**config.mk**
```make
export PLATFORM = sky130hd
export DESIGN_NAME = hostport_top
export DESIGN_NICKNAME = d
export VERILOG_FILES = /design/src/rtl/hostport_pkg.sv /design/src/rtl/hp_bus_decode.sv /design/src/rtl/hp_stat_reg.sv /design/src/rtl/hostport_top.sv
export SDC_FILE = /design/constraint.sdc
export NUM_CORES = 1
export LEC_CHECK = 0
export ABC_CLOCK_PERIOD_IN_PS = 5860
export BUFFER_PORTS_ARGS = -buffer_cell sky130_fd_sc_hd__buf_4
export CORE_MARGIN = 8
export CORE_UTILIZATION = 60
export CTS_CLUSTER_DIAMETER = 120
export DETAILED_ROUTE_END_ITERATION = 8
export PLACE_DENSITY = 0.85
export SLEW_MARGIN = 5
export SYNTH_ARGS = -nofsm -noshare
export SYNTH_HDL_FRONTEND = slang
export SYNTH_SLANG_ARGS = --single-unit
```
**constraint.sdc**
```tcl
create_clock -name clk -period 5.86 [get_ports clk]
set_input_delay 0 -clock clk [delete_from_list [all_inputs] [get_ports clk]]
set_output_delay 0 -clock clk [all_outputs]
set_load 0.05 [all_outputs]
```
**src/rtl/hostport_pkg.sv**
```systemverilog
package hostport_pkg;
  parameter int HP_DW = 8;

  parameter logic [HP_DW-1:0] ADR_STAT_A = 8'h00;
  parameter logic [HP_DW-1:0] ADR_STAT_B = 8'h01;
  parameter logic [HP_DW-1:0] ADR_MASK_A = 8'h02;
  parameter logic [HP_DW-1:0] ADR_MASK_B = 8'h03;
  parameter logic [HP_DW-1:0] ADR_RT     = 8'h04;
endpackage

```
**src/rtl/hp_bus_decode.sv**
```systemverilog
module hp_bus_decode
  import hostport_pkg::*;
(
  input  logic             clk,
  input  logic             rst_n,
  input  logic             bus_mode,
  input  logic             cs_n,
  input  logic             ale,
  input  logic             rd_n_ds,
  input  logic             wr_n_rw,
  input  logic [HP_DW-1:0] ad_in,
  output logic [HP_DW-1:0] addr_q,
  output logic [HP_DW-1:0] wdata_q,
  output logic             wr_commit,
  output logic             rd_act
);
  logic ale_q;
  logic wr_act, wr_act_q;
  logic addr_en;
  logic [HP_DW-1:0] addr_d, wdata_d;

  // strobe decode per timing style
  always_comb begin
    if (bus_mode) begin
      rd_act = !cs_n && rd_n_ds && wr_n_rw;
      wr_act = !cs_n && rd_n_ds && !wr_n_rw;
    end else begin
      rd_act = !cs_n && !rd_n_ds;
      wr_act = !cs_n && !wr_n_rw;
    end
  end

  assign addr_en   = ale_q && !ale;
  assign wr_commit = wr_act_q && !wr_act;

  always_comb begin
    addr_d  = addr_q;
    wdata_d = wdata_q;
    if (addr_en) addr_d  = ad_in;
    if (wr_act)  wdata_d = ad_in;
  end

  always_ff @(posedge clk or negedge rst_n) begin
    if (!rst_n) begin
      ale_q    <= 1'b0;
      wr_act_q <= 1'b0;
      addr_q   <= '0;
      wdata_q  <= '0;
    end else begin
      ale_q    <= ale;
      wr_act_q <= wr_act;
      addr_q   <= addr_d;
      wdata_q  <= wdata_d;
    end
  end
endmodule

```
**src/rtl/hp_stat_reg.sv**
```systemverilog
module hp_stat_reg #(
  parameter int W = 8
) (
  input  logic         clk,
  input  logic         rst_n,
  input  logic [W-1:0] evt,
  input  logic         clr_en,
  input  logic [W-1:0] clr_mask,
  input  logic [W-1:0] irq_mask,
  output logic [W-1:0] latch_q,
  output logic [W-1:0] copy_q,
  output logic         irq_n
);
  logic [W-1:0] latch_d, copy_d;

  for (genvar i = 0; i < W; i++) begin : g_bit
    always_comb begin
      latch_d[i] = latch_q[i] | evt[i];
      copy_d[i]  = copy_q[i];
      if (clr_en && clr_mask[i]) begin
        copy_d[i]  = latch_q[i] | evt[i];
        latch_d[i] = evt[i];
      end
    end

    always_ff @(posedge clk or negedge rst_n) begin
      if (!rst_n) begin
        latch_q[i] <= 1'b0;
        copy_q[i]  <= 1'b0;
      end else begin
        latch_q[i] <= latch_d[i];
        copy_q[i]  <= copy_d[i];
      end
    end
  end

  assign irq_n = ~|(latch_q & irq_mask);
endmodule

```
**src/rtl/hostport_top.sv**
```systemverilog
module hostport_top
  import hostport_pkg::*;
#(
  parameter int STA_W = 8,
  parameter int STB_W = 6
) (
  input  logic             clk,
  input  logic             rst_n,
  input  logic             bus_mode,
  input  logic             cs_n,
  input  logic             ale,
  input  logic             rd_n_ds,
  input  logic             wr_n_rw,
  input  logic [HP_DW-1:0] ad_in,
  output logic [HP_DW-1:0] ad_out,
  output logic             ad_oe,
  input  logic [STA_W-1:0] evt_a,
  input  logic [STB_W-1:0] evt_b,
  input  logic [HP_DW-1:0] rt_status,
  output logic             irq_a_n,
  output logic             irq_b_n
);
  logic [HP_DW-1:0] addr_q, wdata_q;
  logic             wr_commit, rd_act;
  logic [STA_W-1:0] mask_a_q, mask_a_d, latch_a, copy_a;
  logic [STB_W-1:0] mask_b_q, mask_b_d, latch_b, copy_b;
  logic             clr_a, clr_b;
  logic [HP_DW-1:0] rdata, ad_out_d;
  logic             ad_oe_d;

  hp_bus_decode u_dec (
    .clk      (clk),
    .rst_n    (rst_n),
    .bus_mode (bus_mode),
    .cs_n     (cs_n),
    .ale      (ale),
    .rd_n_ds  (rd_n_ds),
    .wr_n_rw  (wr_n_rw),
    .ad_in    (ad_in),
    .addr_q   (addr_q),
    .wdata_q  (wdata_q),
    .wr_commit(wr_commit),
    .rd_act   (rd_act)
  );

  assign clr_a = wr_commit && (addr_q == ADR_STAT_A);
  assign clr_b = wr_commit && (addr_q == ADR_STAT_B);

  hp_stat_reg #(.W(STA_W)) u_stat_a (
    .clk     (clk),
    .rst_n   (rst_n),
    .evt     (evt_a),
    .clr_en  (clr_a),
    .clr_mask(wdata_q[STA_W-1:0]),
    .irq_mask(mask_a_q),
    .latch_q (latch_a),
    .copy_q  (copy_a),
    .irq_n   (irq_a_n)
  );

  hp_stat_reg #(.W(STB_W)) u_stat_b (
    .clk     (clk),
    .rst_n   (rst_n),
    .evt     (evt_b),
    .clr_en  (clr_b),
    .clr_mask(wdata_q[STB_W-1:0]),
    .irq_mask(mask_b_q),
    .latch_q (latch_b),
    .copy_q  (copy_b),
    .irq_n   (irq_b_n)
  );

  // mask registers
  always_comb begin
    mask_a_d = mask_a_q;
    mask_b_d = mask_b_q;
    if (wr_commit && addr_q == ADR_MASK_A) mask_a_d = wdata_q[STA_W-1:0];
    if (wr_commit && addr_q == ADR_MASK_B) mask_b_d = wdata_q[STB_W-1:0];
  end

  // read selection, zero-extended
  always_comb begin
    rdata = '0;
    case (addr_q)
      ADR_STAT_A: rdata[STA_W-1:0] = copy_a;
      ADR_STAT_B: rdata[STB_W-1:0] = copy_b;
      ADR_MASK_A: rdata[STA_W-1:0] = mask_a_q;
      ADR_MASK_B: rdata[STB_W-1:0] = mask_b_q;
      ADR_RT:     rdata            = rt_status;
      default:    rdata            = '0;
    endcase
  end

  always_comb begin
    ad_oe_d  = rd_act;
    ad_out_d = ad_out;
    if (rd_act) ad_out_d = rdata;
  end

  always_ff @(posedge clk or negedge rst_n) begin
    if (!rst_n) begin
      mask_a_q <= '0;
      mask_b_q <= '0;
      ad_oe    <= 1'b0;
      ad_out   <= '0;
    end else begin
      mask_a_q <= mask_a_d;
      mask_b_q <= mask_b_d;
      ad_oe    <= ad_oe_d;
      ad_out   <= ad_out_d;
    end
  end
endmodule

```
# Word level (Yosys, flattened, before mapping)

Index checks and enable logic that the tools add are counted.

Flip-flop bits (word level): 69
Bits of input ports: 37
Output and inout port bits: 11
Word-level logic and storage cells: 109

Eq/ne operators: 4
Multiplexer cells: 18
Bitwise logic cells: 16
Reduce and logical (&&, ||, !) cells: 35

Operator list:

| cell                                           | count |
|---|---|
| case mux 6 bit (5 select lines)                | 1 |
| logical AND 1 bit                              | 25 |
| == test 8 x 2 -> 1 bit (second input constant) | 2 |
| 2-to-1 mux 1 bit                               | 16 |
| bitwise OR 1 bit                               | 14 |
| bitwise AND 8 bit                              | 1 |
| == test 8 x 1 -> 1 bit (second input constant) | 1 |
| == test 8 x 3 -> 1 bit (second input constant) | 1 |
| logical NOT 8 bit                              | 1 |
| OR reduction 8 bit                             | 1 |
| logical NOT 1 bit                              | 7 |
| bitwise AND 6 bit                              | 1 |
| case mux 2 bit (3 select lines)                | 1 |
| OR reduction 6 bit                             | 1 |

# Longest topological paths before layout

Word-level depth: 9
Gate-level depth with buffers: 6
Mapped depth without buffers: 5

# By module

Synthesis repeated with hierarchy kept, for this count alone.

Cell total of the unflattened synthesis: 265
Area total of the unflattened synthesis: 3134.3 um2

Modules (own cells, without submodules):

| module                 | times used | cells an instance | area each (um2) | seq. area each (um2) |
|---|---|---|---|---|
| hostport_top           | 1          | 112               | 1239.9          | 575.6 |
| hp_bus_decode          | 1          | 42                | 689.4           | 450.4 |
| hp_stat_reg (u_stat_a) | 1          | 63                | 671.9           | 400.4 |
| hp_stat_reg (u_stat_b) | 1          | 48                | 533.0           | 300.3 |

# Worst setup path after synthesis

Ideal clock, no wire load.

Path kind: flip-flop to flip-flop
From: register u_dec.addr_q[3]
To: register u_stat_b.latch_q[0]
Data arrival time: 1970 ps
Data required time: 5742 ps
Slack: 3772 ps
Cell stages (with the launch flop): 5
Buffers on the path: 0
Cells stage by stage: dfrtp_1 -> or4_4 -> or3_4 -> or4_4 -> a21o_1

Cells in the longest elaborated chain, start to end: 4

RTL lines:

| item                           | RTL line            | text |
|---|---|---|
| start: declaration             | hp_bus_decode.sv:12 | `output logic [HP_DW-1:0] addr_q,` |
| start signal: assignment       | hp_bus_decode.sv:52 | `addr_q <= addr_d;` |
| == test 8 x 1 -> 1 bit         | hostport_top.sv:47  | `assign clr_b = wr_commit && (addr_q == ADR_STAT_B);` |
| logical AND 1 bit              | hostport_top.sv:47  |  |
| logical AND 1 bit              | hp_stat_reg.sv:20   | `if (clr_en && clr_mask[i]) begin` |
| 2-to-1 mux 1 bit               | hp_stat_reg.sv:20   |  |
| via u_stat_b.latch_d[0]        | hp_stat_reg.sv:14   | `logic [W-1:0] latch_d, copy_d;` |
| end signal: indexed assignment | hp_stat_reg.sv:31   | `latch_q[i] <= latch_d[i];` |
| end: declaration               | hp_stat_reg.sv:10   | `output logic [W-1:0] latch_q,` |

The timed path passes the listed nets, and every way through them passes these cells.
A chain may end at the register's enable or synchronous reset.

# Worst setup path in the final report

From: register u_dec.addr_q[3]
To: register mask_b_q[5]

Cells in the longest elaborated chain, start to end: 2

RTL lines:

| item                   | RTL line            | text |
|---|---|---|
| == test 8 x 2 -> 1 bit | hostport_top.sv:78  | `if (wr_commit && addr_q == ADR_MASK_B) mask_b_d = wdata_q[STB_W-1:0];` |
| logical AND 1 bit      | hostport_top.sv:78  |  |
| end signal: assignment | hostport_top.sv:108 | `mask_b_q <= mask_b_d;` |
| end: declaration       | hostport_top.sv:26  | `logic [STB_W-1:0] mask_b_q, mask_b_d, latch_b, copy_b;` |

No other way between the ends.

==> impl_metrics.csv <==
group,metric,value,unit
routing,drtIter0Drc,143,
clocking,numCtsBuffers,9,
clocking,postCtsSetupRepairBufs,0,
clocking,clkSinkCount,69,
die,start_util,0.619,
sta,finalCriticalPeriod,2.85,ns
clocking,clockBufferDepth,2,
routing,wl_per_cell,17.2,um
placement,gp_congestion,0.793,
synth,synth_cell_types,30,
power,irDropWorstVdd,0.000203,V
synth,syn-instance-count,292,
sta,grt_setup_unrepaired,"false",
synth,yosysWarningCount,0,
die,die_area,7810,um2
sta,hold_violations,0,
worst_setup_path,startpoint_type,"flop",
die,die_w,88.4,um
sta,fin_ws,3.01,ns
die,coreArea,5070,um2
worst_setup_path,path_max_fanout,16,
routing,vias,2502,
final_layout,fin_nets,403,
run,maxCapViolCount,0,
final_layout,areaGrowthSynthToFinish,28.8,%
global_route,grt_pass1_wl,12600,um
final_layout,fillers,327,
clocking,htree_levels,3,
sta,tns,0,ns
placement,dp_hpwl,5180,um
die,die_h,88.4,um
final_layout,antenna_cells,0,
worst_setup_path,path_class,"flop to flop",
power,p_per_area,300,nW/um2
sta,drv_slew,0,
sta,worstMarginPinSlew,1.16,ns
hold_path,hold_path_class,"primary input to flop",
synth,ys_seq_area_frac,0.550,
global_route,grt.total_usage,0.213,
clocking,cts_hold_buf,29,
placement,portBuffers,47,
worst_setup_path,cp.required,6.08,ns
clocking,cts_resized,0,
routing,wl,7590,um
sta,skew,0.00827,ns
sta,setup_violations,0,
sta,max_slew_margin,0.228,
routing,drtPass1Iterations,4,
die,ios,48,
power,power,1.21,mW
worst_setup_path,arrival,3.07,ns
routing,detail-route-antenna-nets,0,
clocking,cts.clk_slew.worst_paths,0.07,ns
hold_path,hold_depth,3,
synth,postSynthAreaPerCell,10.8,um2
sta,clock.fmax,351,MHz
global_route,antenna_found_initial,0,
global_route,grt_max_degree,70,
synth,synth_area,3140,um2
final_layout,drive_above_1_share,0.218,
synth,ys_async_sr_fraction,1.00,
run_status,status,"finished, final reports clean",
synth,synthFlopType,"dfrtp_1",
placement,pre_cts_ws,3.05,ns
placement,placedCellCount,396,
worst_setup_path,crit_path_end_kind,"flop",
clocking,cts_root_buffer,"clkbuf_8",
power,p_leak,1.99,nW
sta,finalCritPeriodShare,0.486,
synth,syn_nets,329,
clocking,cts_tree,"yes",
clocking,clock_latency,0.35,ns
routing,drc,0,
worst_setup_path,r2r_cells,4,
global_route,grt_pass1_vias,2634,
global_route,grt_overflow,0,
routing,viasPerCell,5.67,
synth,synth_edf_count,0,
final_layout,post-route-util,0.797,
final_layout,fin_cells,441,
die,num_rows,26,
synth,ys_ff_latch,69,
==> registers in the layout, indices dropped and copies added (netlist names) <==
| name | flops |
|---|---|
| u_stat_b.latch_q | 6 |
| u_dec.wdata_q | 8 |
| ad_oe | 1 |
| u_dec.addr_q | 8 |
| mask_a_q | 8 |
| u_stat_b.copy_q | 6 |
| ad_out | 8 |
| mask_b_q | 6 |
| u_dec.ale_q | 1 |
| u_dec.wr_act_q | 1 |
| u_stat_a.latch_q | 8 |
| u_stat_a.copy_q | 8 |
==> cell usage in the layout (no fill, tap or decap), drive strengths merged <==
cell,Yosys,routed
and4bb,1,1
bufinv,0,2
or2,1,1
and4b,1,1
buf,1,47
a22oi,12,12
nand3,9,9
nor2,23,23
clkbuf,12,10
nand4,1,1
dlygate4sd3,0,29
mux4,6,6
clkinv,0,3
nand2b,3,3
mux2,14,14
nor3,7,7
a21boi,1,1
and4,1,1
or4,7,7
o21ai,2,2
nand2,58,58
or3,1,1
mux2i,16,16
a21oi,8,8
a21o,14,14
a22o,2,2
nor2b,2,2
inv,16,16
dfrtp,69,69
a221oi,1,1
clkinvlp,0,1
and3,3,3
==> worst max-delay path, cell delays in order (launching register included) <==
cell     delay [ns]
dfrtp_1        0.38
or4_4          0.56
nor3_2         0.84
nand4_1        0.48
mux2_1         0.46
==> worst paths after layout <==
| kind | startpoint | to | slack [ns] |
|---|---|---|---|
| max | u_dec.addr_q[3]$_DFFE_PN0P_ | mask_b_q[5]$_DFFE_PN0P_ | 3.01 |
| min | rt_status[4] | ad_out[4]$_DFFE_PN0P_ | 0.04 |
| max reg2reg | u_dec.addr_q[3]$_DFFE_PN0P_ | mask_b_q[5]$_DFFE_PN0P_ | 3.01 |
| min reg2reg | u_dec.addr_q[3]$_DFFE_PN0P_ | u_dec.addr_q[3]$_DFFE_PN0P_ | 0.48 |
| max in group asynchronous | rst_n | mask_a_q[7]$_DFFE_PN0P_ | 5.00 |
| min in group asynchronous | rst_n | u_stat_b.latch_q[5]$_DFF_PN0_ | 0.29 |
==> where the power goes <==
group          leakage (nW)  internal [mW]  switching (mW)  total [mW]
Sequential            0.788          0.513          0.0439       0.556
Clock                 0.112          0.250           0.183       0.434
Combinational          1.09         0.0937           0.129       0.222
Total                  1.99          0.857           0.356        1.21
==> routing by layer <==
layer | track usage | vias up | share of wire
met5 | 0 | - | 0
met1 | 0.249 | 1233 | 0.42
met2 | 0.355 | 93 | 0.49
li1 | - | 1157 | -
met4 | 0.0783 | 0 | 0.021
met3 | 0.0696 | 19 | 0.069
==> kinds of logic (layout without fill, tap and decap cells) <==
| kind of cell | count (synthesis) | after routing | synth area share |
|---|---|---|---|
| buffers and inverters | 29 | 108 | 0.0350 |
| muxes | 36 | 36 | 0.144 |
| DFF | 69 | 69 | 0.550 |
| and+or+nand+nor | 118 | 118 | 0.182 |
| AOI/OAI and AO/OA | 40 | 40 | 0.0888 |
==> layout make-up <==
type	instances	area (um2)	share of cell area
flip-flops and latches	69	1730	0.427
multi-input cells	194	1310	0.323
inverters	16	60.1	0.0148
clock inverters	6	86.3	0.0213
well taps	70	87.6	0.0216
repair buffers	76	643	0.159
clock buffers	10	138	0.0340
==> metrics by stage <==
step | instance area, um2 | hold WS, ns
2_1_floorplan | 3140 | -0.296
3_3_place_gp | 3530 | 0.124
3_5_place_dp | 3530 | 0.125
4_1_cts | 4050 | 0.0469
5_1_grt | 4050 | 0.0682
6_report | 4050 | 0.0439
==> Yosys cell counts (all sizes together), types with 3 or more instances <==
library cell   n  area share
a21o          14       0.033
a21oi          8       0.013
a22oi         12       0.029
and3           3      0.0060
clkbuf        12       0.014
dfrtp         69        0.55
inv           16       0.019
mux2          14       0.050
mux2i         16       0.051
mux4           6       0.043
nand2         58       0.069
nand2b         3      0.0060
nand3          9       0.014
nor2          23       0.027
nor3           7       0.013
or4            7       0.025
Power figures use the tool's default switching activity.
